## config.mk

```make
export PLATFORM = sky130hd
export DESIGN_NAME = miss_entry_ctrl
export DESIGN_NICKNAME = d
export VERILOG_FILES = /design/src/rtl/miss_entry_pkg.sv /design/src/rtl/miss_cmd_arb.sv /design/src/rtl/miss_route_dec.sv /design/src/rtl/miss_snoop_dec.sv /design/src/rtl/miss_entry_ctrl.sv
export SDC_FILE = /design/constraint.sdc
export NUM_CORES = 1
export LEC_CHECK = 0
export ABC_AREA = 1
export BUFFER_PORTS_ARGS = -buffer_cell sky130_fd_sc_hd__buf_2
export CAP_MARGIN = 20
export CORE_MARGIN = 2
export CORE_UTILIZATION = 40
export DETAILED_ROUTE_END_ITERATION = 6
export GPL_TIMING_DRIVEN = 0
export PLACE_DENSITY = 0.67
export REMOVE_ABC_BUFFERS = 1
export SLEW_MARGIN = 0
export SYNTH_ARGS = -nofsm -noshare
export SYNTH_HDL_FRONTEND = slang
export SYNTH_SLANG_ARGS = --single-unit
export TNS_END_PERCENT = 1
```

## constraint.sdc

```tcl
create_clock -name clk -period 6 [get_ports clk]
set_clock_uncertainty 0.1 [all_clocks]
set_input_delay 1.2 -clock clk [delete_from_list [all_inputs] [get_ports clk]]
set_output_delay 1.2 -clock clk [all_outputs]
set_load 0.005 [all_outputs]
```

## src/rtl/miss_entry_pkg.sv

```systemverilog
package miss_entry_pkg;
  localparam logic [2:0] CMD_READ     = 3'd0;
  localparam logic [2:0] CMD_READ_EX  = 3'd1;
  localparam logic [2:0] CMD_UPGRADE  = 3'd2;
  localparam logic [2:0] CMD_STCOND   = 3'd3;
  localparam logic [2:0] CMD_SNOOPCPY = 3'd4;
  localparam logic [2:0] CMD_PREFETCH = 3'd5;
  localparam logic [2:0] CMD_SCFAIL   = 3'd7;

  localparam logic [1:0] SRC_CPU   = 2'd0;
  localparam logic [1:0] SRC_PREF  = 2'd1;
  localparam logic [1:0] SRC_SNOOP = 2'd2;

  function automatic logic needs_own(input logic [2:0] c);
    return (c == CMD_READ_EX) || (c == CMD_UPGRADE) ||
           (c == CMD_STCOND) || (c == CMD_SCFAIL);
  endfunction

  function automatic logic [2:0] demote_upg(input logic [2:0] c);
    if (c == CMD_UPGRADE) return CMD_READ_EX;
    if (c == CMD_STCOND)  return CMD_SCFAIL;
    return c;
  endfunction
endpackage

```

## src/rtl/miss_cmd_arb.sv

```systemverilog
module miss_cmd_arb #(
  parameter int N = 9
) (
  input  logic [N-1:0] req,
  output logic [N-1:0] gnt
);
  logic seen;
  always_comb begin
    seen = 1'b0;
    for (int i = 0; i < N; i++) begin
      gnt[i] = req[i] && !seen;
      seen   = seen || req[i];
    end
  end
endmodule

```

## src/rtl/miss_route_dec.sv

```systemverilog
module miss_route_dec
  import miss_entry_pkg::*;
(
  input  logic       in_svc,
  input  logic       dfr_nonempty,
  input  logic       post_inv,
  input  logic       post_dgr,
  input  logic       pend_dirty,
  input  logic       is_fwd,
  input  logic [2:0] cmd_in,
  output logic       to_defer,
  output logic       mark,
  output logic [2:0] cmd_out
);
  always_comb begin
    to_defer = in_svc && (dfr_nonempty || post_inv ||
               (needs_own(cmd_in) && (!pend_dirty || post_dgr || is_fwd)));
    cmd_out  = (to_defer && post_inv) ? demote_upg(cmd_in) : cmd_in;
    mark     = to_defer ? 1'b1 : !in_svc;
  end
endmodule

```

## src/rtl/miss_snoop_dec.sv

```systemverilog
module miss_snoop_dec (
  input  logic in_svc,
  input  logic dpend,
  input  logic express,
  input  logic excl,
  input  logic inval,
  input  logic pend_dirty,
  input  logic post_inv,
  input  logic prim_own,
  output logic handled,
  output logic rw_prim,
  output logic rw_dfr,
  output logic enq,
  output logic enq_mark,
  output logic inhibit,
  output logic set_pinv,
  output logic set_pdgr
);
  logic bypass, act;
  always_comb begin
    bypass   = !in_svc || (express && dpend);
    act      = !bypass && !post_inv;
    handled  = !bypass;
    rw_prim  = bypass && excl;
    rw_dfr   = excl;
    enq      = act && (pend_dirty || inval);
    enq_mark = dpend && prim_own;
    inhibit  = enq && pend_dirty;
    set_pinv = enq && excl;
    set_pdgr = act && !excl;
  end
endmodule

```

## src/rtl/miss_entry_ctrl.sv

```systemverilog
module miss_entry_ctrl
  import miss_entry_pkg::*;
#(
  parameter int DEPTH = 4,
  parameter int AW    = 16,
  parameter int OW    = 8,
  parameter int TW    = 16,
  localparam int CW   = $clog2(DEPTH + 1),
  localparam int IW   = (DEPTH > 1) ? $clog2(DEPTH) : 1
) (
  input  logic          clk,
  input  logic          rst,
  input  logic          alloc_i,
  input  logic          fill_i,
  input  logic          snoop_i,
  input  logic          add_i,
  input  logic          svc_i,
  input  logic          promote_i,
  input  logic          pop_i,
  input  logic          dealloc_i,
  input  logic          dpend_set_i,
  input  logic [AW-1:0] addr_i,
  input  logic          fwd_i,
  input  logic [2:0]    req_cmd_i,
  input  logic [OW-1:0] req_order_i,
  input  logic [TW-1:0] req_ready_i,
  input  logic [TW-1:0] now_i,
  input  logic          rsp_shared_i,
  input  logic          rsp_inhibit_i,
  input  logic          snp_excl_i,
  input  logic          snp_inval_i,
  input  logic          snp_express_i,
  input  logic          fill_shared_i,
  output logic          snp_vld_o,
  output logic          snp_handled_o,
  output logic          snp_inhibit_o,
  output logic          snp_supply_o,
  output logic          snp_shared_o,
  output logic          snp_enq_o,
  output logic          in_service_o,
  output logic          dpend_o,
  output logic          pend_dirty_o,
  output logic          post_inv_o,
  output logic          post_dgr_o,
  output logic          err_o,
  output logic [CW-1:0] prim_cnt_o,
  output logic [CW-1:0] defer_cnt_o,
  output logic [2:0]    head_cmd_o,
  output logic [1:0]    head_src_o,
  output logic          head_mark_o,
  output logic [AW-1:0] addr_o,
  output logic [OW-1:0] order_o,
  output logic [TW-1:0] ready_o
);
  localparam int NCMD = 9;
  localparam logic [CW-1:0] FULL = CW'(DEPTH);

  // two physical banks; sel_q names the one acting as primary queue
  logic [2:0]    cmd_q  [2][DEPTH];
  logic [1:0]    src_q  [2][DEPTH];
  logic          mark_q [2][DEPTH];
  logic [OW-1:0] ord_q  [2][DEPTH];
  logic [TW-1:0] rdy_q  [2][DEPTH];
  logic [CW-1:0] cnt_q  [2];
  logic          own_q  [2];
  logic          sel_q;

  logic in_svc_q, dpend_q, pdirty_q, pinv_q, pdgr_q, fwd_q, err_q;
  logic snp_vld_q, snp_hit_q, snp_inh_q, snp_shr_q, snp_enq_q;
  logic [AW-1:0] addr_q;
  logic [OW-1:0] order_q;
  logic [TW-1:0] ready_q;

  logic prim, dfr;
  assign prim = sel_q;
  assign dfr  = ~sel_q;

  logic [NCMD-1:0] req, gnt;
  assign req = {dpend_set_i, dealloc_i, pop_i, promote_i, svc_i,
                add_i, snoop_i, fill_i, alloc_i};

  miss_cmd_arb #(.N(NCMD)) u_arb (.req(req), .gnt(gnt));

  logic       rt_defer, rt_mark;
  logic [2:0] rt_cmd;
  miss_route_dec u_route (
    .in_svc(in_svc_q), .dfr_nonempty(cnt_q[dfr] != '0), .post_inv(pinv_q),
    .post_dgr(pdgr_q), .pend_dirty(pdirty_q), .is_fwd(fwd_q),
    .cmd_in(req_cmd_i), .to_defer(rt_defer), .mark(rt_mark), .cmd_out(rt_cmd)
  );

  logic sd_hit, sd_rwp, sd_rwd, sd_enq, sd_emark, sd_inh, sd_pinv, sd_pdgr;
  miss_snoop_dec u_snoop (
    .in_svc(in_svc_q), .dpend(dpend_q), .express(snp_express_i),
    .excl(snp_excl_i), .inval(snp_inval_i), .pend_dirty(pdirty_q),
    .post_inv(pinv_q), .prim_own(own_q[prim]), .handled(sd_hit),
    .rw_prim(sd_rwp), .rw_dfr(sd_rwd), .enq(sd_enq), .enq_mark(sd_emark),
    .inhibit(sd_inh), .set_pinv(sd_pinv), .set_pdgr(sd_pdgr)
  );

  logic          add_bank;
  logic [CW:0]   merge_sum;
  logic          merge_ok;
  assign add_bank  = rt_defer ? dfr : prim;
  assign merge_sum = {1'b0, cnt_q[prim]} + {1'b0, cnt_q[dfr]};
  assign merge_ok  = !fill_shared_i && !pinv_q && !pdgr_q && own_q[dfr];

  always_ff @(posedge clk) begin
    if (rst) begin
      for (int b = 0; b < 2; b++) begin
        cnt_q[b] <= '0;
        own_q[b] <= 1'b0;
        for (int i = 0; i < DEPTH; i++) begin
          cmd_q[b][i] <= '0; src_q[b][i] <= '0; mark_q[b][i] <= 1'b0;
          ord_q[b][i] <= '0; rdy_q[b][i] <= '0;
        end
      end
      sel_q <= 1'b0;
      in_svc_q <= 1'b0; dpend_q <= 1'b0; pdirty_q <= 1'b0;
      pinv_q <= 1'b0; pdgr_q <= 1'b0; fwd_q <= 1'b0; err_q <= 1'b0;
      snp_vld_q <= 1'b0; snp_hit_q <= 1'b0; snp_inh_q <= 1'b0;
      snp_shr_q <= 1'b0; snp_enq_q <= 1'b0;
      addr_q <= '0; order_q <= '0; ready_q <= '0;
    end else begin
      snp_vld_q <= 1'b0; snp_hit_q <= 1'b0; snp_inh_q <= 1'b0;
      snp_shr_q <= 1'b0; snp_enq_q <= 1'b0;
      if (gnt[0]) begin
        cnt_q[prim] <= CW'(1);
        cnt_q[dfr]  <= '0;
        own_q[prim] <= needs_own(req_cmd_i);
        own_q[dfr]  <= 1'b0;
        cmd_q[prim][0]  <= req_cmd_i;
        src_q[prim][0]  <= (req_cmd_i == CMD_PREFETCH) ? SRC_PREF : SRC_CPU;
        mark_q[prim][0] <= 1'b1;
        ord_q[prim][0]  <= req_order_i;
        rdy_q[prim][0]  <= req_ready_i;
        in_svc_q <= 1'b0; dpend_q <= 1'b0; pdirty_q <= 1'b0;
        pinv_q <= 1'b0; pdgr_q <= 1'b0; fwd_q <= fwd_i;
        addr_q <= addr_i; order_q <= req_order_i; ready_q <= req_ready_i;
      end else if (gnt[1]) begin
        if (merge_ok) begin
          own_q[prim] <= 1'b1;
          own_q[dfr]  <= 1'b0;
          for (int i = 0; i < DEPTH; i++) begin
            if ((CW'(i) < cnt_q[dfr]) && (int'(cnt_q[prim]) + i < DEPTH)) begin
              cmd_q[prim][IW'(int'(cnt_q[prim]) + i)]  <= cmd_q[dfr][i];
              src_q[prim][IW'(int'(cnt_q[prim]) + i)]  <= src_q[dfr][i];
              mark_q[prim][IW'(int'(cnt_q[prim]) + i)] <= 1'b0;
              ord_q[prim][IW'(int'(cnt_q[prim]) + i)]  <= ord_q[dfr][i];
              rdy_q[prim][IW'(int'(cnt_q[prim]) + i)]  <= rdy_q[dfr][i];
            end
          end
          cnt_q[dfr] <= '0;
          if (merge_sum > (CW+1)'(DEPTH)) begin
            cnt_q[prim] <= FULL;
            err_q       <= 1'b1;
          end else begin
            cnt_q[prim] <= merge_sum[CW-1:0];
          end
        end
      end else if (gnt[2]) begin
        snp_vld_q <= 1'b1;
        snp_hit_q <= sd_hit;
        snp_inh_q <= sd_inh;
        snp_shr_q <= sd_pdgr;
        for (int i = 0; i < DEPTH; i++) begin
          if (sd_rwp && CW'(i) < cnt_q[prim]) cmd_q[prim][i] <= demote_upg(cmd_q[prim][i]);
          if (sd_rwd && CW'(i) < cnt_q[dfr])  cmd_q[dfr][i]  <= demote_upg(cmd_q[dfr][i]);
        end
        if (sd_enq) begin
          if (cnt_q[prim] == FULL) begin
            err_q <= 1'b1;
          end else begin
            cmd_q[prim][IW'(cnt_q[prim])]  <= CMD_SNOOPCPY;
            src_q[prim][IW'(cnt_q[prim])]  <= SRC_SNOOP;
            mark_q[prim][IW'(cnt_q[prim])] <= sd_emark;
            ord_q[prim][IW'(cnt_q[prim])]  <= req_order_i;
            rdy_q[prim][IW'(cnt_q[prim])]  <= now_i;
            cnt_q[prim] <= cnt_q[prim] + 1'b1;
            snp_enq_q   <= 1'b1;
          end
        end
        if (sd_pinv) pinv_q <= 1'b1;
        if (sd_pdgr) pdgr_q <= 1'b1;
      end else if (gnt[3]) begin
        if (cnt_q[add_bank] == FULL) begin
          err_q <= 1'b1;
        end else begin
          cmd_q[add_bank][IW'(cnt_q[add_bank])]  <= rt_cmd;
          src_q[add_bank][IW'(cnt_q[add_bank])]  <= SRC_CPU;
          mark_q[add_bank][IW'(cnt_q[add_bank])] <= rt_mark;
          ord_q[add_bank][IW'(cnt_q[add_bank])]  <= req_order_i;
          rdy_q[add_bank][IW'(cnt_q[add_bank])]  <= req_ready_i;
          cnt_q[add_bank] <= cnt_q[add_bank] + 1'b1;
          if (needs_own(rt_cmd)) own_q[add_bank] <= 1'b1;
        end
      end else if (gnt[4]) begin
        in_svc_q <= 1'b1;
        pdirty_q <= own_q[prim] || (!rsp_shared_i && rsp_inhibit_i);
        pinv_q   <= 1'b0;
        pdgr_q   <= 1'b0;
      end else if (gnt[5]) begin
        if (cnt_q[prim] != '0) begin
          err_q <= 1'b1;
        end else if (cnt_q[dfr] != '0) begin
          sel_q       <= ~sel_q;
          own_q[prim] <= 1'b0;
          order_q     <= ord_q[dfr][0];
          ready_q     <= (rdy_q[dfr][0] > now_i) ? rdy_q[dfr][0] : now_i;
        end
      end else if (gnt[6]) begin
        if (cnt_q[prim] != '0) begin
          for (int i = 0; i < DEPTH - 1; i++) begin
            cmd_q[prim][i]  <= cmd_q[prim][i+1];
            src_q[prim][i]  <= src_q[prim][i+1];
            mark_q[prim][i] <= mark_q[prim][i+1];
            ord_q[prim][i]  <= ord_q[prim][i+1];
            rdy_q[prim][i]  <= rdy_q[prim][i+1];
          end
          cnt_q[prim] <= cnt_q[prim] - 1'b1;
        end
      end else if (gnt[7]) begin
        if (cnt_q[prim] != '0) begin
          err_q <= 1'b1;
        end else begin
          in_svc_q <= 1'b0; dpend_q <= 1'b0; pdirty_q <= 1'b0;
          pinv_q <= 1'b0; pdgr_q <= 1'b0; own_q[prim] <= 1'b0;
        end
      end else if (gnt[8]) begin
        dpend_q <= 1'b1;
      end
    end
  end

  assign snp_vld_o     = snp_vld_q;
  assign snp_handled_o = snp_hit_q;
  assign snp_inhibit_o = snp_inh_q;
  assign snp_supply_o  = snp_inh_q;
  assign snp_shared_o  = snp_shr_q;
  assign snp_enq_o     = snp_enq_q;
  assign in_service_o  = in_svc_q;
  assign dpend_o       = dpend_q;
  assign pend_dirty_o  = pdirty_q;
  assign post_inv_o    = pinv_q;
  assign post_dgr_o    = pdgr_q;
  assign err_o         = err_q;
  assign prim_cnt_o    = cnt_q[prim];
  assign defer_cnt_o   = cnt_q[dfr];
  assign head_cmd_o    = cmd_q[prim][0];
  assign head_src_o    = src_q[prim][0];
  assign head_mark_o   = mark_q[prim][0];
  assign addr_o        = addr_q;
  assign order_o       = order_q;
  assign ready_o       = ready_q;


  cnt_bound_chk: assert property (@(posedge clk) disable iff (rst)
    (prim_cnt_o <= FULL) && (defer_cnt_o <= FULL));

  svc_flags_chk: assert property (@(posedge clk) disable iff (rst)
    gnt[4] |=> in_service_o && !post_inv_o && !post_dgr_o);

  snoop_idle_chk: assert property (@(posedge clk) disable iff (rst)
    (gnt[2] && !in_service_o) |=> snp_vld_o && !snp_handled_o && !snp_enq_o);

  inhibit_chk: assert property (@(posedge clk) disable iff (rst)
    snp_inhibit_o |-> snp_enq_o && snp_handled_o);

  snoop_share_chk: assert property (@(posedge clk) disable iff (rst)
    (gnt[2] && in_service_o && !snp_excl_i && !post_inv_o &&
     !(snp_express_i && dpend_o)) |=> post_dgr_o && snp_shared_o);

  promote_swap_chk: assert property (@(posedge clk) disable iff (rst)
    (gnt[5] && prim_cnt_o == '0 && defer_cnt_o != '0)
      |=> prim_cnt_o == $past(defer_cnt_o) && defer_cnt_o == '0);

  dealloc_err_chk: assert property (@(posedge clk) disable iff (rst)
    (gnt[7] && prim_cnt_o != '0) |=> err_o);

  err_sticky_chk: assert property (@(posedge clk) disable iff (rst)
    err_o |=> err_o);
endmodule

```

==> run metrics <==
Clk pwr share=between 40% and 50%; post-synthesis cell area=22,020 sq um; final worst setup slack=-83.74 ps; Psw=1557 uW; Setup crit end=ord_q[0][19]; largest net degree at the start of global routing=95; P_leak=0.01136 uW; Worst Setup End Kind=flop; Final Slew Violations=0; DRT Wirelength=~90,000 um; post-route clock period utilization=101.4%; clk slew on worst S/H paths=around 60 ps; CTS tree=built; core area=54,130 sq um; register area=between 8000 and 9000 sq um; CP max stage delay=approximately 460 ps; share of Yosys cell area claimed by the top area cell type=between 30% and 40%; max_cap viols=0; Worst path depth=23; sw frac=about 28%; R2R depth=23; P_int=4019 uW; row count=between 80 and 90; Area after DPL=between 20,000 and 25,000 sq um; Seq/Total Area, Yosys=a little under two fifths; synth top area cells=edfxtp_1 33%, nand2_1 12%, o21ai_0 11%; FF-to-FF setup slack=-80 ps; EDFF count, synth=between 200 and 250; vias in the first global route=about 21,000; unrepaired setup endpoints after global routing=yes; initial drt markers=about 3,400; RR Endpoint=ord_q[0][19]; endpoints failing setup=between 40 and 50; HPWL after DPL=approximately 55,000 um; drt via density=a little under 6; crit path cell chain=buf_16 > inv_2 > nand2_1 > nand2_1 > ha_1 > inv_1 > nor2_2 > inv_2 > nand2_1 > nor2_4 > nand2_8 > nand2_8 > nor2_1 > nand2_1 > nor2_4 > nand2_8 > inv_12 > nand2_2 > nand2_1 > nand2_2 > nand3_4 > nand2_4 > buf_12; clk_lat worst skew=around 580 ps; Worst EP arrival=between 6000 and 7000 ps; GR Util All Layers=30.23%; synthesized area per cell=just under 7 sq um; layout cell share with drive strength beyond 1=between 10% and 20%; total power=5576 uW; I/O pin count=141; first-pass GRT wire length=between 100,000 and 150,000 um; DRC=0; Peak supply drop=0.1616 mV; Top delay family on crit path=simple AND/OR/NAND/NOR gates; combinational power share=roughly 14%; multi-input logic area=about 11,000 sq um; Pre-antenna DRT Iters=7; ys async rst share=0%; Hold WC Path Type=flop to flop; wire length per cell=22.18 um; Tightest Pin Transition=between 1000 and 1500 ps; IO buf count=140; largest area contributor in the netlist=edfxtp_1; CP Launch Type=flop; #FFs+latches synth=302; TritonCTS buffer count=37; Worst EP required=a little over 6000 ps; clk root buf=clkbuf_16; Synth warnings=0; max frequency=0.1644 GHz; Setup TNS=-1727 ps; grt total ovfl=0; Max stage delay cell, worst path=dfxtp_4; failing checks=setup timing; Synth Flop Type=edfxtp_1; fin nets=about 3,400; Final Hold Fails=0; die width=roughly 240 um; Die Ht=roughly 240 um; area grow syn2layout=14.76%; Syn Inst Count=3,208; Clock Sinks=slightly above 300; Buffers & Inverters on Critical Path=6; Seq pwr share=a little over two fifths; Max H-tree Level=2; HP Start=err_o; post-route antenna net violation count=0; DIE AREA=56,950 sq um; clock buffer depth=3; initial antenna violation count=3; WS Path Type=flop to flop; fillcell total=5,366; vias post-DR=between 20,000 and 25,000; PD cells=about 220 nW/um^2; most used cell, CP=nand2_1; Starting Density=between 40% and 50%; status=finished with violations; RD Place Congestion=just over 0.9; CP Max Fanout=55; Netlist cell types=53; Final Cell Area=approximately 25,000 sq um; min Tclk post-route=~6100 ps; relative slew slack=between 15 and 20%
## how the worst min path moves through the flow
| stage | to | depth (start not counted) |
|---|---|---|
| final | err_o | 2 |
| after global routing | ready_o[7] | 2 |
| after CTS | err_o | 2 |
| after detailed placement | err_o | 2 |
| after global placement | err_o | 2 |
| after floorplan | err_o | 2 |
## tightest hold or removal path: stages (launching register included)
cell and delay [ps]:
dfxtp_1 310, inv_1 50, a21oi_1 50
## stage by stage
step	worst slack [ps]	std cells	hold WS (ps)	util, %
after floorplan	-3892	3025	340.5	-
after global placement	-12400	3861	343.3	42.10
after detailed placement	-2725	3896	349.5	43.71
after CTS	57.12	3976	358.6	46.54
after global routing	-130.2	3981	380.3	46.67
final	-83.74	3983	357.8	46.68
## cells in the mapped netlist, types with 28 or more instances
library cell	instances
edfxtp_1	240
a21oi_1	292
o211ai_1	38
nand3_1	124
o21ai_0	466
nor2_1	346
buf_2	28
dfxtp_1	62
ha_1	31
nand2_1	724
clkbuf_1	130
nor2_2	35
inv_1	399
## per-layer routing
metal  routed length [um]  vias up  global-route usage [%]  part of all wire (%)
met4                 5780        4                   17.82                   6.5
met1                32110    10550                   38.18                    36
met3                12480      390                   8.360                    14
met2                37940     1700                   46.20                    43
li1                     -    10790                       -                     -
met5                   29        -                       0                 0.033
## power by group through the flow
stage | Clock (uW) | Sequential [uW] | Combinational, uW
after floorplan | 0 | 2480 | 422
after global placement | 0 | 2490 | 687
after detailed placement | 0 | 2480 | 718
after CTS | 2370 | 2440 | 744
after global routing | 2460 | 2450 | 837
final | 2370 | 2440 | 772
## registers in the layout, summed over array words and instances (netlist names), 2 cells and up, named ones only
register	flops
rdy_q	128
addr_o	16
order_o	8
cmd_q	24
src_q	16
cnt_q	6
mark_q	8
ready_o	16
own_q	2
ord_q	64
## what timing repair did
action / 4_1_cts / 5_1_grt
hold buffers: 0 / 0
pin swaps: 6 / 1
endpoints found under the setup margin: 396 / 139
gates resized for setup: 26 / 4
buffers inserted: 7 / 3
gates cloned: 5 / 0
## cell usage in the layout (no fill, tap or decap), drive strengths merged, types with 4 or more instances in the layout
cell and count:
edfxtp 240, nand2 743, ha 31, o211ai 38, a31o 14, a31oi 14, clkinv 12, or2 27
buf 187, o2111ai 4, nand3b 4, a21boi 18, o21ai 485, o22ai 19, nor3 13, a22o 16
a211oi 7, a22oi 23, mux2i 6, nor2 382, dfxtp 62, nor4 7, o21bai 4, a21oi 292
nand3 137, inv 414, clkbuf 53, nand4 15
## layout make-up
type                            count  area share (%)
Clock inverter                     15          0.6536
Tap cell                          696           3.446
Clock buffer                       53           4.327
Timing Repair Buffer              187           6.367
Inverter                          416           6.248
Antenna cell                        2         0.01980
Multi-Input combinational cell   2312           45.48
Sequential cell                   302           33.46
## cells by family (layout without fill, tap and decap cells)
family                   count (synthesis)  in the layout  synth area share (%)
AND/OR/NAND/NOR                       1326           1331                 25.36
other                                    0              2                     0
multiplexers                             6              6                0.2727
AO/OA/AOI/OAI                          941            941                 23.35
adder cells (fa/ha/maj)                 32             32                 1.852
flip-flops                             302            302                 38.36
buffers and inverters                  599            671                 10.73
XOR/XNOR                                 2              2               0.07956
No activity file was read; power rests on OpenSTA's default activity.
